[src/rtl/wxr_pkg.sv]
package wxr_pkg;
  typedef enum logic [1:0] {
    ST_IDLE = 2'd0,
    ST_OPEN = 2'd1,
    ST_DROP = 2'd2
  } route_st_e;
endpackage

[src/rtl/wxr_addr_decode.sv]
module wxr_addr_decode #(
  parameter int DATA_W  = 128,
  parameter int SLICE_W = 5,
  parameter int NUM_CH  = 14,
  localparam int FIELD_W   = SLICE_W - 1,
  localparam int NUM_SLICE = DATA_W / SLICE_W,
  localparam int SPARE_W   = DATA_W - NUM_SLICE * SLICE_W,
  localparam int CH_W      = $clog2(NUM_CH)
) (
  input  logic [DATA_W-1:0] word_i,
  output logic              ok_o,
  output logic [CH_W-1:0]   ch_o
);
  logic [NUM_SLICE-1:0] par_ok, agree;
  logic [FIELD_W-1:0]   code;
  logic                 spare_ok;

  assign code = word_i[FIELD_W-1:0];

  for (genvar k = 0; k < NUM_SLICE; k++) begin : g_slice
    logic [SLICE_W-1:0] s;
    assign s         = word_i[k*SLICE_W +: SLICE_W];
    assign par_ok[k] = ~^s;
    assign agree[k]  = (s[FIELD_W-1:0] == code);
  end

  if (SPARE_W > 0) begin : g_spare
    assign spare_ok = (word_i[DATA_W-1 -: SPARE_W] == '0);
  end else begin : g_nospare
    assign spare_ok = 1'b1;
  end

  assign ok_o = (&par_ok) & (&agree) & spare_ok & (code != '0) & (32'(code) <= NUM_CH);
  assign ch_o = CH_W'(code - 1'b1);
endmodule

[src/rtl/wxr_route_fsm.sv]
module wxr_route_fsm
  import wxr_pkg::*;
#(
  parameter int CH_W = 4
) (
  input  logic            clk_i,
  input  logic            rst_ni,
  input  logic            in_valid_i,
  input  logic            in_last_i,
  input  logic            in_ready_i,
  input  logic            dec_ok_i,
  input  logic [CH_W-1:0] dec_ch_i,
  output route_st_e       st_o,
  output logic [CH_W-1:0] sel_o,
  output logic            err_o
);
  logic hs;
  assign hs = in_valid_i & in_ready_i;

  always_ff @(posedge clk_i or negedge rst_ni) begin
    if (!rst_ni) begin
      st_o  <= ST_IDLE;
      sel_o <= '0;
    end else begin
      case (st_o)
        ST_IDLE: if (hs) begin
          if (!dec_ok_i) begin
            st_o <= in_last_i ? ST_IDLE : ST_DROP;
          end else begin
            sel_o <= dec_ch_i;
            if (!in_last_i) st_o <= ST_OPEN;
          end
        end
        ST_OPEN: if (hs && in_last_i) st_o <= ST_IDLE;
        ST_DROP: if (hs && in_last_i) st_o <= ST_IDLE;
        default: st_o <= ST_IDLE;
      endcase
    end
  end

  assign err_o = (st_o == ST_IDLE) & in_valid_i & ~dec_ok_i;

  p_close_r3: assert property (@(posedge clk_i) disable iff (!rst_ni)
    (st_o == ST_OPEN && hs && in_last_i) |=> st_o == ST_IDLE);
  p_hold_sel_r3: assert property (@(posedge clk_i) disable iff (!rst_ni)
    (st_o == ST_OPEN && !(hs && in_last_i)) |=> (st_o == ST_OPEN && $stable(sel_o)));
  p_drop_to_last_r4: assert property (@(posedge clk_i) disable iff (!rst_ni)
    (st_o == ST_DROP && !(hs && in_last_i)) |=> st_o == ST_DROP);
endmodule

[src/rtl/wxr_out_demux.sv]
module wxr_out_demux #(
  parameter int NUM_CH = 14,
  parameter int CH_W   = 4
) (
  input  logic              clk_i,
  input  logic              rst_ni,
  input  logic              open_i,
  input  logic [CH_W-1:0]   sel_i,
  input  logic              in_valid_i,
  input  logic              in_last_i,
  input  logic [NUM_CH-1:0] out_ready_i,
  output logic [NUM_CH-1:0] out_valid_o,
  output logic [NUM_CH-1:0] out_last_o,
  output logic              sel_ready_o
);
  logic [NUM_CH-1:0] hit;

  for (genvar i = 0; i < NUM_CH; i++) begin : g_ch
    assign hit[i]         = open_i && (sel_i == CH_W'(i));
    assign out_valid_o[i] = hit[i] & in_valid_i;
    assign out_last_o[i]  = hit[i] & in_valid_i & in_last_i;
  end

  assign sel_ready_o = |(hit & out_ready_i);

  p_one_channel_r7: assert property (@(posedge clk_i) disable iff (!rst_ni)
    $onehot0(out_valid_o));
endmodule

[src/rtl/wormhole_router.sv]
module wormhole_router
  import wxr_pkg::*;
#(
  parameter int DATA_W  = 128,
  parameter int SLICE_W = 5,
  parameter int NUM_CH  = 14,
  localparam int CH_W   = $clog2(NUM_CH)
) (
  input  logic              clk_i,
  input  logic              rst_ni,
  input  logic [DATA_W-1:0] in_data_i,
  input  logic              in_valid_i,
  input  logic              in_last_i,
  output logic              in_ready_o,
  output logic [DATA_W-1:0] out_data_o,
  output logic [NUM_CH-1:0] out_valid_o,
  output logic [NUM_CH-1:0] out_last_o,
  input  logic [NUM_CH-1:0] out_ready_i,
  output logic              route_err_o
);
  route_st_e       st;
  logic [CH_W-1:0] sel, dec_ch;
  logic            dec_ok, sel_ready;

  wxr_addr_decode #(.DATA_W(DATA_W), .SLICE_W(SLICE_W), .NUM_CH(NUM_CH)) u_dec (
    .word_i (in_data_i),
    .ok_o   (dec_ok),
    .ch_o   (dec_ch)
  );

  wxr_route_fsm #(.CH_W(CH_W)) u_fsm (
    .clk_i      (clk_i),
    .rst_ni     (rst_ni),
    .in_valid_i (in_valid_i),
    .in_last_i  (in_last_i),
    .in_ready_i (in_ready_o),
    .dec_ok_i   (dec_ok),
    .dec_ch_i   (dec_ch),
    .st_o       (st),
    .sel_o      (sel),
    .err_o      (route_err_o)
  );

  wxr_out_demux #(.NUM_CH(NUM_CH), .CH_W(CH_W)) u_dmx (
    .clk_i       (clk_i),
    .rst_ni      (rst_ni),
    .open_i      (st == ST_OPEN),
    .sel_i       (sel),
    .in_valid_i  (in_valid_i),
    .in_last_i   (in_last_i),
    .out_ready_i (out_ready_i),
    .out_valid_o (out_valid_o),
    .out_last_o  (out_last_o),
    .sel_ready_o (sel_ready)
  );

  // idle and drop always accept; open follows the selected channel
  assign in_ready_o = (st == ST_OPEN) ? sel_ready : 1'b1;
  assign out_data_o = in_data_i;

  p_idle_no_fwd_r2: assert property (@(posedge clk_i) disable iff (!rst_ni)
    (st != ST_OPEN) |-> out_valid_o == '0);
  p_err_no_route_r4: assert property (@(posedge clk_i) disable iff (!rst_ni)
    route_err_o |=> out_valid_o == '0);
  p_drop_ready_r10: assert property (@(posedge clk_i) disable iff (!rst_ni)
    (st == ST_DROP) |-> in_ready_o);
endmodule

[config.mk]
export PLATFORM = sky130hd
export DESIGN_NAME = wormhole_router
export DESIGN_NICKNAME = d
export VERILOG_FILES = /design/src/rtl/wxr_pkg.sv /design/src/rtl/wxr_addr_decode.sv /design/src/rtl/wxr_route_fsm.sv /design/src/rtl/wxr_out_demux.sv /design/src/rtl/wormhole_router.sv
export SDC_FILE = /design/constraint.sdc
export NUM_CORES = 1
export LEC_CHECK = 0
export ABC_AREA = 1
export BUFFER_PORTS_ARGS = -buffer_cell sky130_fd_sc_hd__buf_2
export CAP_MARGIN = 20
export CORE_AREA = 3 3 116 118
export DETAILED_ROUTE_END_ITERATION = 10
export DIE_AREA = 0 0 119 121
export HOLD_SLACK_MARGIN = 0.1
export PLACE_DENSITY = 0.72
export SYNTH_ARGS = -nofsm -noshare
export SYNTH_HDL_FRONTEND = slang
export SYNTH_SLANG_ARGS = --single-unit
[constraint.sdc]
create_clock -name clk_i -period 4.8 [get_ports clk_i]
set_clock_uncertainty 0.1 [all_clocks]
set_input_delay 0.48 -clock clk_i [delete_from_list [all_inputs] [get_ports clk_i]]
set_output_delay 0.48 -clock clk_i [all_outputs]
set_load 0.02 [all_outputs]
Yosys cells after proc, flatten, opt, wreduce, memory -nomap -nowiden
Cells that the tools add are included.
{"block": "classes", "addsub": 1, "reduce_logical": 50, "eq_ne": 42, "bitwise_logic": 37, "muxes": 7, "order_cmp": 1}
{"op": "5-bit XNOR reduction", "n": 25}
{"op": "4-bit == test", "n": 24}
{"op": "1-bit bitwise AND", "n": 35}
{"op": "25-bit AND reduction", "n": 1}
{"op": "4-bit == test, second input constant", "n": 6}
{"op": "24-bit AND reduction", "n": 1}
{"op": "4-bit by 3-bit == test with 1-bit output, second input constant", "n": 4}
{"op": "1-bit logical AND", "n": 15}
{"op": "14-bit bitwise AND", "n": 1}
{"op": "14-bit OR reduction", "n": 1}
{"op": "2-bit two-way mux", "n": 5}
{"op": "4-bit by 2-bit == test with 1-bit output, second input constant", "n": 2}
{"op": "3-bit AND reduction", "n": 2}
{"op": "4-bit by 1-bit == test with 1-bit output, second input constant", "n": 1}
{"op": "4-bit less-or-equal comparator, second input constant", "n": 1}
{"op": "4-bit logical NOT", "n": 1}
{"op": "2-bit by 1-bit inequality test with 1-bit output, second input constant", "n": 2}
{"op": "2-bit one-hot mux with 2 select lines", "n": 1}
{"op": "4-bit nonzero test", "n": 1}
{"op": "4-bit by 1-bit subtractor with 4-bit output, second input constant", "n": 1}
{"op": "3-bit logical NOT", "n": 1}
{"op": "3-bit inequality test, second input constant", "n": 1}
{"op": "2-bit by 1-bit == test with 1-bit output, second input constant", "n": 1}
{"op": "2-bit == test, second input constant", "n": 1}
{"op": "other kinds (4)", "n": 4}
{"block": "totals", "output_inout_bits": 158, "wordCells": 140, "ff_bits": 6}

Depth between registers and ports, before layout
Gate-level depths: netlist of the first run.
{"block": "depth", "ltp_word": 9, "ltp_mapped": 19, "mapped_depth_nobuf": 18}

Hierarchy
A second synthesis of the first run with hierarchy kept.
{"block": "unflattened", "hier_cells": 937, "hier_area_um2": 4589.4}
{"mod": "wxr_addr_decode", "cells_each": 665, "seq_area_each_um2": 0.0, "n_inst": 1, "area_per_inst_um2": 2845.2}
{"mod": "wormhole_router", "cells_each": 133, "seq_area_each_um2": 0.0, "n_inst": 1, "area_per_inst_um2": 983.4}
{"mod": "wxr_out_demux", "cells_each": 97, "seq_area_each_um2": 0.0, "n_inst": 1, "area_per_inst_um2": 437.9}
{"mod": "wxr_route_fsm", "cells_each": 42, "seq_area_each_um2": 150.1, "n_inst": 1, "area_per_inst_um2": 322.8}

Worst setup path before layout of the first run
OpenSTA, ideal clock, no wires.
{"block": "synth_timing", "path_kind": "input -> output", "startpoint": "input port in_data_i[2]", "endpoint": "output port route_err_o", "path_slack_ns": 2.040, "n_path_buf": 1, "t_arrival_ns": 2.180, "t_required_ns": 4.220, "cell_stages": 16, "path_cell_list": "buf_2 > clkinv_1 > ha_1 > inv_1 > nand2_1 > nand2_1 > nand2_1 > nand2_1 > inv_1 > nand2_1 > nor2_1 > nand2_1 > nor2_2 > nand3_2 > nor2_4 > nor3_1"}
{"block": "synth_via", "elab_chain_len": 8, "elab_cells_between_ends": 35}
{"item": "start, declared", "line_no": "wormhole_router.sv:11", "text": "input logic [DATA_W-1:0] in_data_i,"}
{"item": "4-bit == test or 5-bit XNOR reduction (tied branches)", "line_no": "wxr_addr_decode.sv:24, wxr_addr_decode.sv:23"}
{"item": "24-bit AND reduction or 25-bit AND reduction (tied branches)", "line_no": "wxr_addr_decode.sv:33", "text": "assign ok_o = (&par_ok) & (&agree) & spare_ok & (code != '0) & (32'(code) <= NUM_CH);"}
{"item": "1-bit bitwise AND (3 in a row)", "line_no": "wxr_addr_decode.sv:33"}
{"item": "1-bit bitwise AND *", "line_no": "wxr_addr_decode.sv:33"}
{"item": "1-bit inverter *", "line_no": "wxr_route_fsm.sv:41", "text": "assign err_o = (st_o == ST_IDLE) & in_valid_i & ~dec_ok_i;"}
{"item": "1-bit bitwise AND *", "line_no": "wxr_route_fsm.sv:41"}
{"item": "end, declared", "line_no": "wormhole_router.sv:19", "text": "output logic route_err_o"}
Mark *: on every way between the ends. The rest lies on a longest branch, timed or not.

Worst setup path after layout of the first run
Ends and elaborated chain as after synthesis.

==> results of run 1 <==
## cells in the final DEF (no fill, tap or decap)
| master | instances |
|---|---|
| sky130_fd_sc_hd__a22oi_1 | 1 |
| sky130_fd_sc_hd__and2_1 | 1 |
| sky130_fd_sc_hd__buf_2 | 303 |
| sky130_fd_sc_hd__clkbuf_16 | 3 |
| sky130_fd_sc_hd__clkinv_1 | 1 |
| sky130_fd_sc_hd__dfrtp_1 | 6 |
| sky130_fd_sc_hd__diode_2 | 1 |
| sky130_fd_sc_hd__dlygate4sd3_1 | 1 |
| sky130_fd_sc_hd__ha_1 | 6 |
| sky130_fd_sc_hd__inv_1 | 136 |
| sky130_fd_sc_hd__inv_2 | 2 |
| sky130_fd_sc_hd__nand2_1 | 452 |
| sky130_fd_sc_hd__nand3_1 | 64 |
| sky130_fd_sc_hd__nand3_2 | 2 |
| sky130_fd_sc_hd__nand3b_1 | 12 |
| sky130_fd_sc_hd__nand4_1 | 8 |
| sky130_fd_sc_hd__nor2_1 | 84 |
| sky130_fd_sc_hd__nor2_2 | 2 |
| sky130_fd_sc_hd__nor2_4 | 1 |
| sky130_fd_sc_hd__nor3_1 | 17 |
| sky130_fd_sc_hd__nor4_1 | 5 |
| sky130_fd_sc_hd__o21ai_0 | 21 |
| sky130_fd_sc_hd__o21ai_1 | 2 |
| sky130_fd_sc_hd__o21bai_1 | 3 |
| sky130_fd_sc_hd__or2_2 | 2 |
| sky130_fd_sc_hd__xnor2_1 | 7 |
| sky130_fd_sc_hd__xor2_1 | 9 |
## report_power, final
| group | internal (W) | switching [W] |
|---|---|---|
| registers | 0.0000582 | 0.00000387 |
| clock network | 0.000107 | 0.0000265 |
| logic | 0.000208 | 0.000406 |
## per-layer routing
metal  vias to the layer above  share of wire (%)
met4                         2                1.8
met3                        25                7.9
met1                      2596                 42
li1                       3189                  -
met5                         -              0.041
met2                       276                 48
## flip-flops by register name, indices dropped and copies added (netlist names)
name	cells
u_fsm.sel_o	4
u_fsm.st_o	2
## worst register-to-register path, delay by kind of cell, from the launching register on
family	cells	cell delay, ns
fa+ha+maj	1	0.22
buf+inv	2	0.23
compound gates	1	0.12
simple gates	9	1.11
flops	1	0.36
## through the flow
| step | area, µm² | cells |
|---|---|---|
| 3_5_place_dp | 5420 | 1319 |
| 6_report | 5500 | 1324 |
| 2_1_floorplan | 4700 | 982 |
| 4_1_cts | 5500 | 1323 |
| 5_1_grt | 5500 | 1323 |
| 3_3_place_gp | 5420 | 1319 |
## cells by family after synthesis
family | synth area share, %
AO/OA/AOI/OAI | 3.09
XOR/XNOR | 2.98
adder cells (fa/ha/maj) | 1.60
buffers and inverters | 32.7
flip-flops | 3.20
AND/OR/NAND/NOR | 56.4
## layout make-up
type / instances / area, µm²
Sequential cell: 6 / 150
Timing Repair Buffer: 304 / 1530
Fill cell: 1465 / 7070
Antenna cell: 1 / 2.50
Clock buffer: 3 / 75.1
Tap cell: 172 / 215
Inverter: 139 / 522
Multi-Input combinational cell: 699 / 3010
## worst max-delay path by stage
stage | startpoint | end | slack (ns) | cells after the start
floorplan | in_data_i[2] | route_err_o | 2.04 | 16
global placement | in_data_i[2] | route_err_o | 1.55 | 16
detailed placement | in_data_i[2] | route_err_o | 1.48 | 16
CTS | in_data_i[2] | route_err_o | 1.46 | 16
global route | in_data_i[2] | route_err_o | 1.21 | 17
finish | in_data_i[2] | route_err_o | 1.46 | 17
## timing repair
action	CTS	global route
endpoints found under the hold margin	6	0
resized for setup	0	0
endpoints found under the setup margin	0	0
hold buffers	1	0
==> results.txt, run 1 <==
The first global-routing pass estimated 27100 µm of wire. In this run the critical register-to-register path is captured at u_fsm.sel_o[3]. Measured in cells, the most critical reg-to-reg path has a length of 13. The worst path uses 69.5% of the clock period. The pin count of the biggest net entering global routing was 30; the routability congestion estimate from global placement was 0.901. The number of DRC markers in iteration 0 came out at 367.

For the worst setup path, the data required time is 4.22 ns. The synthesis-to-layout area growth came out at 17.2%. After synthesis, the cell types taking the most area are sky130_fd_sc_hd__nand2_1, sky130_fd_sc_hd__buf_4, sky130_fd_sc_hd__inv_1, sky130_fd_sc_hd__nand3_1, sky130_fd_sc_hd__nor2_1. CTS placed an instance of sky130_fd_sc_hd__clkbuf_16 at the clock tree root. The width of the die is 119 µm.

Clock input transition at the sequential cells of the worst setup and hold paths: 0.03 ns. The met2 routing resource usage after global routing is 42.4%, and the initial antenna violation count is 1. The tightest hold path in the finished design has a slack of 0.395 ns. The busiest metal layer after global routing was met2. In the post-route analysis, the smallest setup slack over all paths is 1.46 ns. The top achievable clock speed came out at 0.300 GHz. The worst setup path is captured at an output port. Sequential cells were found to cover 3.20% of the synthesized design area. Global routing used 2.47% of the available met3 tracks. The post-route netlist has 27.4% of its cells at a drive strength greater than 1. The largest buffer count on any clock path is 2, and the post-route DRC violation count is 0.

Across all layers, the routed design uses 6088 vias. The total power density per cell area is 147 nW/µm², and the I/O pin count is 304. Of all nets on the critical path, the largest fanout is 22.

The logs give 1134 for the total nets after synthesis and 2.76 ns for the data arrival time of the critical path. Once the floorplan was initialized, standard cells occupied 37.4% of the core. In this run the standard cell core region covers 12600 µm². The die covers 14400 µm². Setup repair after global routing left no endpoint under its margin. The share of synthesized registers carrying an async set or reset is 100%, and the average footprint of a synthesized cell is 4.78 µm². Counting instances, the worst hold path has a depth of 2. Counting flops and latches in the post-synthesis netlist gives 6. The total number of H-tree levels is 1. VDD sags by at most 0.0763 mV.

Clock tree synthesis inserted a total of 3 buffers. The time the worst path needs with I/O delays and setup is 3.34 ns, and the netlist area before placement is 4700 µm². After synthesis, the most frequently instantiated cells are sky130_fd_sc_hd__nand2_1, sky130_fd_sc_hd__inv_1, sky130_fd_sc_hd__buf_4.

Counting both buffers and inverters, the worst setup path holds a total of 5. The run gives 0 as the number of warnings issued by yosys. The cell type of the slowest stage on the worst timing path was sky130_fd_sc_hd__ha_1.

The worst hold path endpoint was u_fsm.sel_o[0]. CTS saw 6 sinks. In the final routed layout, each cell accounts on average for 13.0 µm. The critical path class is input pin to output port. The most prevalent standard cell on the critical path was sky130_fd_sc_hd__nand2_1. Before CTS, the worst setup slack after placement is 1.48 ns.

The first detailed-routing pass ran for 5 iterations. sky130_fd_sc_hd__nand2_1 is the most common cell in the netlist. The tools report the number of instances in the synthesized netlist as 982. The number of vias per cell after detailed routing is 4.60, and the transition time of the tightest slew-check pin is 0.735 ns.

Global routing used 29.4% of the available met1 tracks. The die span in y is 121 µm. Setup violations remaining at the end of the flow were counted as 0. The critical path goes through buf_2, clkinv_1, ha_1, inv_1, nand2_1, nand2_1, nand2_1, nand2_1, inv_1, nand2_1, nor2_1, nand2_1, nor2_2, nand3_2, nor2_4, nor3_1, buf_2. The leakage power was 3.81 nW. At the later pin of the worst-skew pair, clock insertion delay measures 0.23 ns. In this run the register-to-register setup slack is 2.55 ns. The number of different library cells used by synthesis comes to 27. Measured on the finished design, the core utilization comes to 43.8%. Counting flops with a built-in enable in the synthesized netlist gives 0. The quantity of I/O buffers inserted on ports came out at 303.

Summed over all failing endpoints, the final setup total negative slack is 0 ns. Number of endpoints with negative hold slack in the final report: 0. Number of max-slew violations in the final report: 0.

TritonCTS built the clock tree. In this run the core area contains 41 standard-cell rows. The worst setup path is launched from an input pin.

The dominant synthesized flop cell is sky130_fd_sc_hd__dfrtp_1. The kind of path behind the tightest hold check is flip-flop to flip-flop. Summing internal, switching and leakage power gives 0.000810 W. Measured against its own limit, the worst slew margin works out to 50.9%. Worst hold path startpoint: u_fsm.sel_o[0]. The residual overflow from global routing is 0, and the delay of the slowest cell on the worst path is 0.40 ns. The HPWL reported at the end of detailed placement was 15200 µm. The share of synthesized area in the top cell type comes to 36.1%.

Largest area contributor in the synthesized netlist: sky130_fd_sc_hd__nand2_1. Broken down by cell family, the worst path's largest delay share belongs to buffers and inverters. Once detail routing completed, the nets flagged for antenna violations numbered 0. The tools report the reported max-cap violation count as 0. Once the clock tree was built, the setup fixing pass inserted 0 buffers. At the end of the flow, the number of nets in the layout was 1305.

The flow ran to the end, and the final reports show no timing, DRC or antenna violations. For the number of global-route vias before repair, the log shows 5410. Startpoint of the lowest-slack register-to-register path: u_fsm.st_o[1]. All-layer global routing usage: 23.2%.

Summed over all layers, the routed wires come to 17300 µm.
No activity file was read; power rests on OpenSTA's default activity.
==> run 2: changes to the inputs <==
--- a/config.mk
+++ b/config.mk
@@ -12,7 +12,7 @@
 export DETAILED_ROUTE_END_ITERATION = 10
 export DIE_AREA = 0 0 119 121
 export HOLD_SLACK_MARGIN = 0.1
-export PLACE_DENSITY = 0.72
+export PLACE_DENSITY = 0.75
 export SYNTH_ARGS = -nofsm -noshare
 export SYNTH_HDL_FRONTEND = slang
 export SYNTH_SLANG_ARGS = --single-unit
==> constraint.sdc (replaced) <==
create_clock -name clk_i -period 2.9 [get_ports clk_i]
set_clock_uncertainty 0.1 [all_clocks]
set_input_delay 0.29 -clock clk_i [delete_from_list [all_inputs] [get_ports clk_i]]
set_output_delay 0.29 -clock clk_i [all_outputs]
set_load 0.02 [all_outputs]
==> results.txt, run 2 (synthesis results as in run 1) <==
For the number of search-and-repair iterations in the first detailed-routing pass, the log shows 5 (unchanged). In this run the worst setup path begins at in_data_i[0]. Residual antenna-violating net count after detailed routing: 0 (unchanged).

The worst setup path is of the input pin to output port kind. The tools report the HPWL reported at the end of detailed placement as 15300 µm (+0.31%). The logs give 1311 (+0.46%) for the post-layout net count and 14400 µm² (unchanged) for the full die area. For the worst slew slack as a fraction of its limit, the log shows 48.4% (-2.5 points). For the number of CTS-inserted buffers, the log shows 3 (unchanged).

The logic depth of the worst register-to-register path was 13 (unchanged); the largest buffer count on any clock path was 2 (unchanged). The tools report the worst reg-to-reg setup slack as 0.64 ns (-1.91 ns). Starting utilization of the core area: 37.4% (unchanged). The final core area utilization was 44.1% (+0.36 points); the die span in y was 121 µm (unchanged). The post-route cell area came out at 5550 µm² (+0.82%).

The logs give 0 (unchanged) for the reported max-cap violation count and 0 (unchanged) for the number of gates given a new drive strength after cts. The type of element capturing the critical path is an output port. Setup total negative slack: 0 ns (unchanged). The worst IR drop on VDD was 0.130 mV (+70%).

The endpoint identified for the worst register-to-register timing path is u_fsm.sel_o[2]. The placement row count was 41 (unchanged); the final routed wirelength across all metal layers was 17200 µm (-0.27%). TritonCTS built the clock tree.

The I/O pin count is 304 (unchanged), and the required time reported for the critical path endpoint is 2.51 ns (-1.71 ns). Ranked by flip-flop count, first place goes to u_fsm.sel_o. The all-layer global routing usage is 22.9% (-0.29 points), and the final setup violation count is 0 (unchanged). Number of max-slew violations in the final report: 0 (unchanged).

The kind of path behind the tightest hold check is input pin to asynchronous set/reset pin. Setup repair after global routing left no endpoint under its margin. The worst setup path is launched from an input pin. The tools report the post-route DRC violation count as 0 (unchanged). The flow ran to the end, and the final reports show no timing, DRC or antenna violations.

The tools report the worst slack after detailed placement as 0.442 ns (-1.03 ns). Routability congestion estimate from global placement: 0.937 (+4.0%). The most common cell after layout, fill and taps aside is sky130_fd_sc_hd__nand2_1. Library cell used as clock root buffer: sky130_fd_sc_hd__clkbuf_16.

The quantity of I/O buffers inserted on ports is 303 (unchanged), and the width of the die is 119 µm (unchanged). The leakage power was 3.83 nW (+0.74%). The run gives 1418 (-3.2%) as the count of filler cells inserted in the layout. The number of endpoints with negative hold slack in the final report came out at 0 (unchanged). Leaving out fill and tap cells, the most frequent cells in the layout are sky130_fd_sc_hd__nand2_1, sky130_fd_sc_hd__buf_2, sky130_fd_sc_hd__inv_1.

The transition time of the tightest slew-check pin was 0.773 ns (+0.0379 ns); the instance area after placement was 5460 µm² (+0.83%). For the number of clock sinks, the log shows 6 (unchanged). The startpoint of the lowest-slack register-to-register path was u_fsm.st_o[1]. The placeable core region was 12600 µm² (unchanged). The number of global-route vias before repair is 5450 (+0.74%), and the routed length per placed instance is 12.9 µm (-0.72%).

The final clock period utilization by the worst path works out to 85.0%. The final worst hold slack was 0.329 ns (-0.0658 ns). The logs give 1 (unchanged) for the total number of H-tree levels and 30 (unchanged) for the pin count of the biggest net entering global routing. The fraction of layout cells with a size suffix above 1 came out at 27.7% (+0.38 points). The total power density per cell area came out at 245 nW/µm² (+66%). The tools report the initial antenna violation count as 1 (unchanged). Residual overflow from global routing: 0 (unchanged). The tools report the worst setup margin as 0.434 ns (-1.03 ns). The tools report the vias after detailed routing as 6094 (+0.099%). The largest fanout on the critical path works out to 9 (-59%). The largest registers in the layout are u_fsm.sel_o (4), u_fsm.st_o (2). Number of flip-flops in the largest register: 4 (unchanged).

The capture point of the worst path was route_err_o. The data arrival time of the critical path came out at 2.08 ns (-0.68 ns). Relative to the synthesized area, the layout overhead comes to 18.1%. The tools report the top achievable clock speed as 0.405 GHz. The run gives 345 (-6.0%) as the number of DRC markers in iteration 0. The clock input transition at the sequential cells of the worst setup and hold paths was 0.04 ns (about the same).

The later-pin clock latency in the skew report is 0.23 ns (about the same), and the time the worst path needs with I/O delays and setup is 2.47 ns. The global-route wire length before repair was 26700 µm (-1.7%); the number of vias per cell after detailed routing was 4.58 (-0.35%).
[run 2: final cells by class]
class | count | area [µm²] | area share, %
Antenna cell | 1 | 2.50 | 0.0451
Clock buffer | 3 | 75.1 | 1.35
Inverter | 139 | 522 | 9.40
Multi-Input combinational cell | 699 | 3010 | 54.3
Sequential cell | 6 | 150 | 2.71
Tap cell | 172 | 215 | 3.88
Timing Repair Buffer | 310 | 1570 | 28.3
[run 2: what timing repair did]
action | 4_1_cts | 5_1_grt
setup buffers | 0 | 0
hold buffers | 1 | 0
hold endpoints to repair | 6 | 0
[run 2: how the worst min path moves through the flow]
stage / cells after the start / slack, ns / end / start
floorplan: 0 / -0.11 / u_fsm.sel_o[0] / rst_ni
global placement: 1 / 0.02 / u_fsm.st_o[0] / rst_ni
detailed placement: 1 / 0.02 / u_fsm.st_o[0] / rst_ni
CTS: 2 / 0.34 / u_fsm.st_o[0] / rst_ni
global route: 2 / 0.36 / u_fsm.st_o[0] / rst_ni
finish: 2 / 0.33 / u_fsm.st_o[0] / rst_ni
[run 2: worst max-delay path: stages]
cell	delay, ns
sky130_fd_sc_hd__buf_2	0.11
sky130_fd_sc_hd__inv_2	0.17
sky130_fd_sc_hd__ha_1	0.28
sky130_fd_sc_hd__inv_1	0.09
sky130_fd_sc_hd__nand2_1	0.07
sky130_fd_sc_hd__nand3_1	0.07
sky130_fd_sc_hd__nand2_1	0.05
sky130_fd_sc_hd__inv_1	0.05
sky130_fd_sc_hd__nand2_1	0.04
sky130_fd_sc_hd__nor2_1	0.10
sky130_fd_sc_hd__nand2_1	0.07
sky130_fd_sc_hd__nor2_2	0.11
sky130_fd_sc_hd__nand3_2	0.10
sky130_fd_sc_hd__nor2_4	0.17
sky130_fd_sc_hd__nor3_1	0.10
sky130_fd_sc_hd__buf_2	0.21
[run 2: stage by stage]
step           instances  power (W)
2_1_floorplan        982   0.000849
3_3_place_gp        1325    0.00111
3_5_place_dp        1325    0.00113
4_1_cts             1329    0.00136
5_1_grt             1329    0.00150
6_report            1330    0.00136
[run 2: power by group]
part,switching [W],internal (W)
registers,0.00000691,0.0000964
clock network,0.0000504,0.000177
logic,0.000677,0.000350
total,0.000734,0.000624
[run 2: routing by layer]
layer / vias to the layer above / share of wire, % / GRT usage (%)
li1: 3195 / - / -
met5: - / 0.041 / 0
met1: 2593 / 41 / 28.5
met4: 2 / 1.6 / 4.13
met3: 26 / 8.2 / 2.24
met2: 278 / 49 / 43.1
==> run 3: changes to the inputs <==
--- a/config.mk
+++ b/config.mk
@@ -9,9 +9,11 @@
 export BUFFER_PORTS_ARGS = -buffer_cell sky130_fd_sc_hd__buf_2
 export CAP_MARGIN = 20
 export CORE_AREA = 3 3 116 118
+export CTS_CLUSTER_DIAMETER = 200
 export DETAILED_ROUTE_END_ITERATION = 10
 export DIE_AREA = 0 0 119 121
 export HOLD_SLACK_MARGIN = 0.1
+export MAX_ROUTING_LAYER = met4
 export PLACE_DENSITY = 0.75
 export SYNTH_ARGS = -nofsm -noshare
 export SYNTH_HDL_FRONTEND = slang
==> results.txt, run 3 (synthesis results as in run 1) <==
The flow ran to the end, and the final reports show no timing, DRC or antenna violations. The library cells used most frequently in the layout, excluding fill and tap cells, are sky130_fd_sc_hd__nand2_1, sky130_fd_sc_hd__buf_2, sky130_fd_sc_hd__inv_1. The logs give 6027 (-1.1%) for the vias after detailed routing and 304 (unchanged) for the I/O pin count.

The run gives 1 (unchanged) as the total number of H-tree levels. Busiest metal layer after global routing: met2. The run gives 2.08 ns (about the same) as the data arrival time of the critical path.

The largest fanout on the critical path is 9 (unchanged). The tools report the top achievable clock speed as 0.405 GHz (about the same). The worst IR drop on VDD was 0.105 mV (-19%); the time the worst path needs with I/O delays and setup was 2.47 ns (+0.000929 ns). The portion of total power attributed to combinational logic is 75.7% (about the same), and the switching power as a share of total power is 53.9% (-0.18 points). The worst slack after detailed placement is 0.427 ns (-0.0151 ns). The starting utilization of the core area was 37.4% (unchanged). The run gives 6 (unchanged) as the number of clock sinks.

The run gives 15300 µm (about the same) as the HPWL reported at the end of detailed placement. The reported max-cap violation count was 0 (unchanged). The placement row count was 41 (unchanged); the synthesis-to-layout area growth was 18.2% (about the same).

The number of gates given a new drive strength after cts was 0 (unchanged). The largest registers in the layout are u_fsm.sel_o (4), u_fsm.st_o (2). The tools report the largest buffer count on any clock path as 2 (unchanged). Ranked by flip-flop count, first place goes to u_fsm.sel_o. Die span in y: 121 µm (unchanged). Kind of path behind the tightest hold check: input pin to asynchronous set/reset pin.

The global-route wire length before repair was 26300 µm (-1.2%). The number of flip-flops in the largest register came out at 4 (unchanged). STA classifies the critical path startpoint as an input pin.

The number of endpoints with negative hold slack in the final report is 0 (unchanged), and the net switching component of the power is 0.000729 W (-0.72%). The tools report the residual antenna-violating net count after detailed routing as 0 (unchanged). The global-route track usage on met1 is 28.5% (+0.061 points).

The post-layout net count is 1311 (unchanged), and the number of global-route vias before repair is 5320 (-2.4%). The run gives 7.5% (about the same) as the sequential group share of total power. The number of DRC markers in iteration 0 is 387 (+12%), and the final setup violation count is 0 (unchanged). The tools report the setup total negative slack as 0 ns (unchanged). The clock input transition at the sequential cells of the worst setup and hold paths was 0.03 ns (about the same); the all-layer global routing usage was 23.2% (+0.31 points). Setup repair after global routing left no endpoint under its margin. The logs give 48.0% (-0.39 points) for the worst slew slack as a fraction of its limit and 30 (unchanged) for the pin count of the biggest net entering global routing. The routability congestion estimate from global placement was 0.931 (-0.65%); the number of max-slew violations in the final report was 0 (unchanged).

For the number of buffers inserted by hold repair at cts, the log shows 1 (unchanged). The tools report the total power as 0.00135 W (-0.39%). Placeable core region: 12600 µm² (unchanged). The tools report the full die area as 14400 µm² (unchanged).

The run gives 42.7% (-0.32 points) as the met2 routing resource usage after global routing. The run gives 0 (unchanged) as the post-route DRC violation count. The worst setup margin is 0.433 ns (-0.000929 ns), and the clock network fraction of total power is 16.7% (about the same). Cell-internal power: 0.000623 W (about the same).

The fraction of layout cells with a size suffix above 1 works out to 27.7% (unchanged). The instance area after placement is 5460 µm² (unchanged). The routed length per placed instance was 13.0 µm (+0.64%).

The total power density per cell area works out to 244 nW/µm² (-0.44%). The transition time of the tightest slew-check pin came out at 0.779 ns (+0.00583 ns). The number of vias per cell after detailed routing was 4.53 (-1.2%).

The number of search-and-repair iterations in the first detailed-routing pass was 5 (unchanged). The worst setup path is captured at an output port. The initial antenna violation count was 2 (+1).

Post-route cell area: 5550 µm² (about the same). The required time reported for the critical path endpoint was 2.51 ns (about the same). TritonCTS built the clock tree. The library cell used most frequently in the layout, excluding fill and tap cells, is sky130_fd_sc_hd__nand2_1.

Post-CTS setup-driven buffer insertion count: 0 (unchanged). The tools report the library cell used as clock root buffer as sky130_fd_sc_hd__clkbuf_16. The quantity of I/O buffers inserted on ports works out to 303 (unchanged).

The residual overflow from global routing came out at 0 (unchanged). The width of the die was 119 µm (unchanged); the leakage power was 3.83 nW (unchanged). The later-pin clock latency in the skew report is 0.23 ns (about the same), and the final routed wirelength across all metal layers is 17300 µm (+0.72%). The final clock period utilization by the worst path was 85.1% (about the same).

The worst setup path is of the input pin to output port kind. The logs give 1.91% (-0.33 points) for the met3 track utilization from global routing and 3 (unchanged) for the number of CTS-inserted buffers.
==> run 3: changes by cell type in the layout (fill, tap and decap cells not counted), sizes merged <==
cell   delta
diode     +1
==> run 3: worst paths after layout <==
check / end / cells past startpoint / from / slack [ns]
worst min register to register: u_fsm.sel_o[3] / 2 / u_fsm.sel_o[3] / 0.43
max in group asynchronous: u_fsm.sel_o[2] / 2 / rst_ni / 2.22
min in group clk_i: u_fsm.sel_o[0] / 4 / in_data_i[0] / 0.39
worst max register to register: u_fsm.sel_o[0] / 13 / u_fsm.st_o[1] / 0.68
worst min-delay path: u_fsm.st_o[0] / 2 / rst_ni / 0.33
worst max-delay path: route_err_o / 16 / in_data_i[0] / 0.43
==> run 3: critical path, stage by stage <==
cell and delay [ns]:
sky130_fd_sc_hd__buf_2 0.11, sky130_fd_sc_hd__inv_2 0.19, sky130_fd_sc_hd__ha_1 0.29, sky130_fd_sc_hd__inv_1 0.09, sky130_fd_sc_hd__nand2_1 0.07, sky130_fd_sc_hd__nand3_1 0.07
sky130_fd_sc_hd__nand2_1 0.05, sky130_fd_sc_hd__inv_1 0.05, sky130_fd_sc_hd__nand2_1 0.04, sky130_fd_sc_hd__nor2_1 0.10, sky130_fd_sc_hd__nand2_1 0.06, sky130_fd_sc_hd__nor2_2 0.11
sky130_fd_sc_hd__nand3_2 0.10, sky130_fd_sc_hd__nor2_4 0.17, sky130_fd_sc_hd__nor3_1 0.08, sky130_fd_sc_hd__buf_2 0.20
==> run 3: layout make-up <==
cell class | count | area, µm²
Tap cell | 172 | 215
Fill cell | 1424 | 7020
Inverter | 139 | 522
Multi-Input combinational cell | 699 | 3010
Sequential cell | 6 | 150
Timing Repair Buffer | 310 | 1570
Antenna cell | 2 | 5.00
Clock buffer | 3 | 75.1
==> run 3: layer usage <==
layer	vias to the layer above	share of wire [%]
met5	-	0
met3	13	6.7
li1	3192	-
met4	0	0.74
met2	245	49
met1	2577	43
==> run 3: power groups by stage <==
stage / sequential (W) / combinational, W / clock [W]
2_1_floorplan: 0.000102 / 0.000747 / 0
3_3_place_gp: 0.000103 / 0.00101 / 0
3_5_place_dp: 0.000103 / 0.00102 / 0
4_1_cts: 0.000102 / 0.00103 / 0.000228
5_1_grt: 0.000104 / 0.00115 / 0.000230
6_report: 0.000102 / 0.00102 / 0.000226
==> run 3: per-stage QoR <==
step / util, % / hold slack [ns] / instances
final: 44.2 / 0.334 / 1331
after global routing: 44.2 / 0.363 / 1331
after CTS: 44.1 / 0.344 / 1329
after detailed placement: 43.4 / 0.0235 / 1325
after global placement: 43.4 / 0.0223 / 1325
after floorplan: - / -0.106 / 982
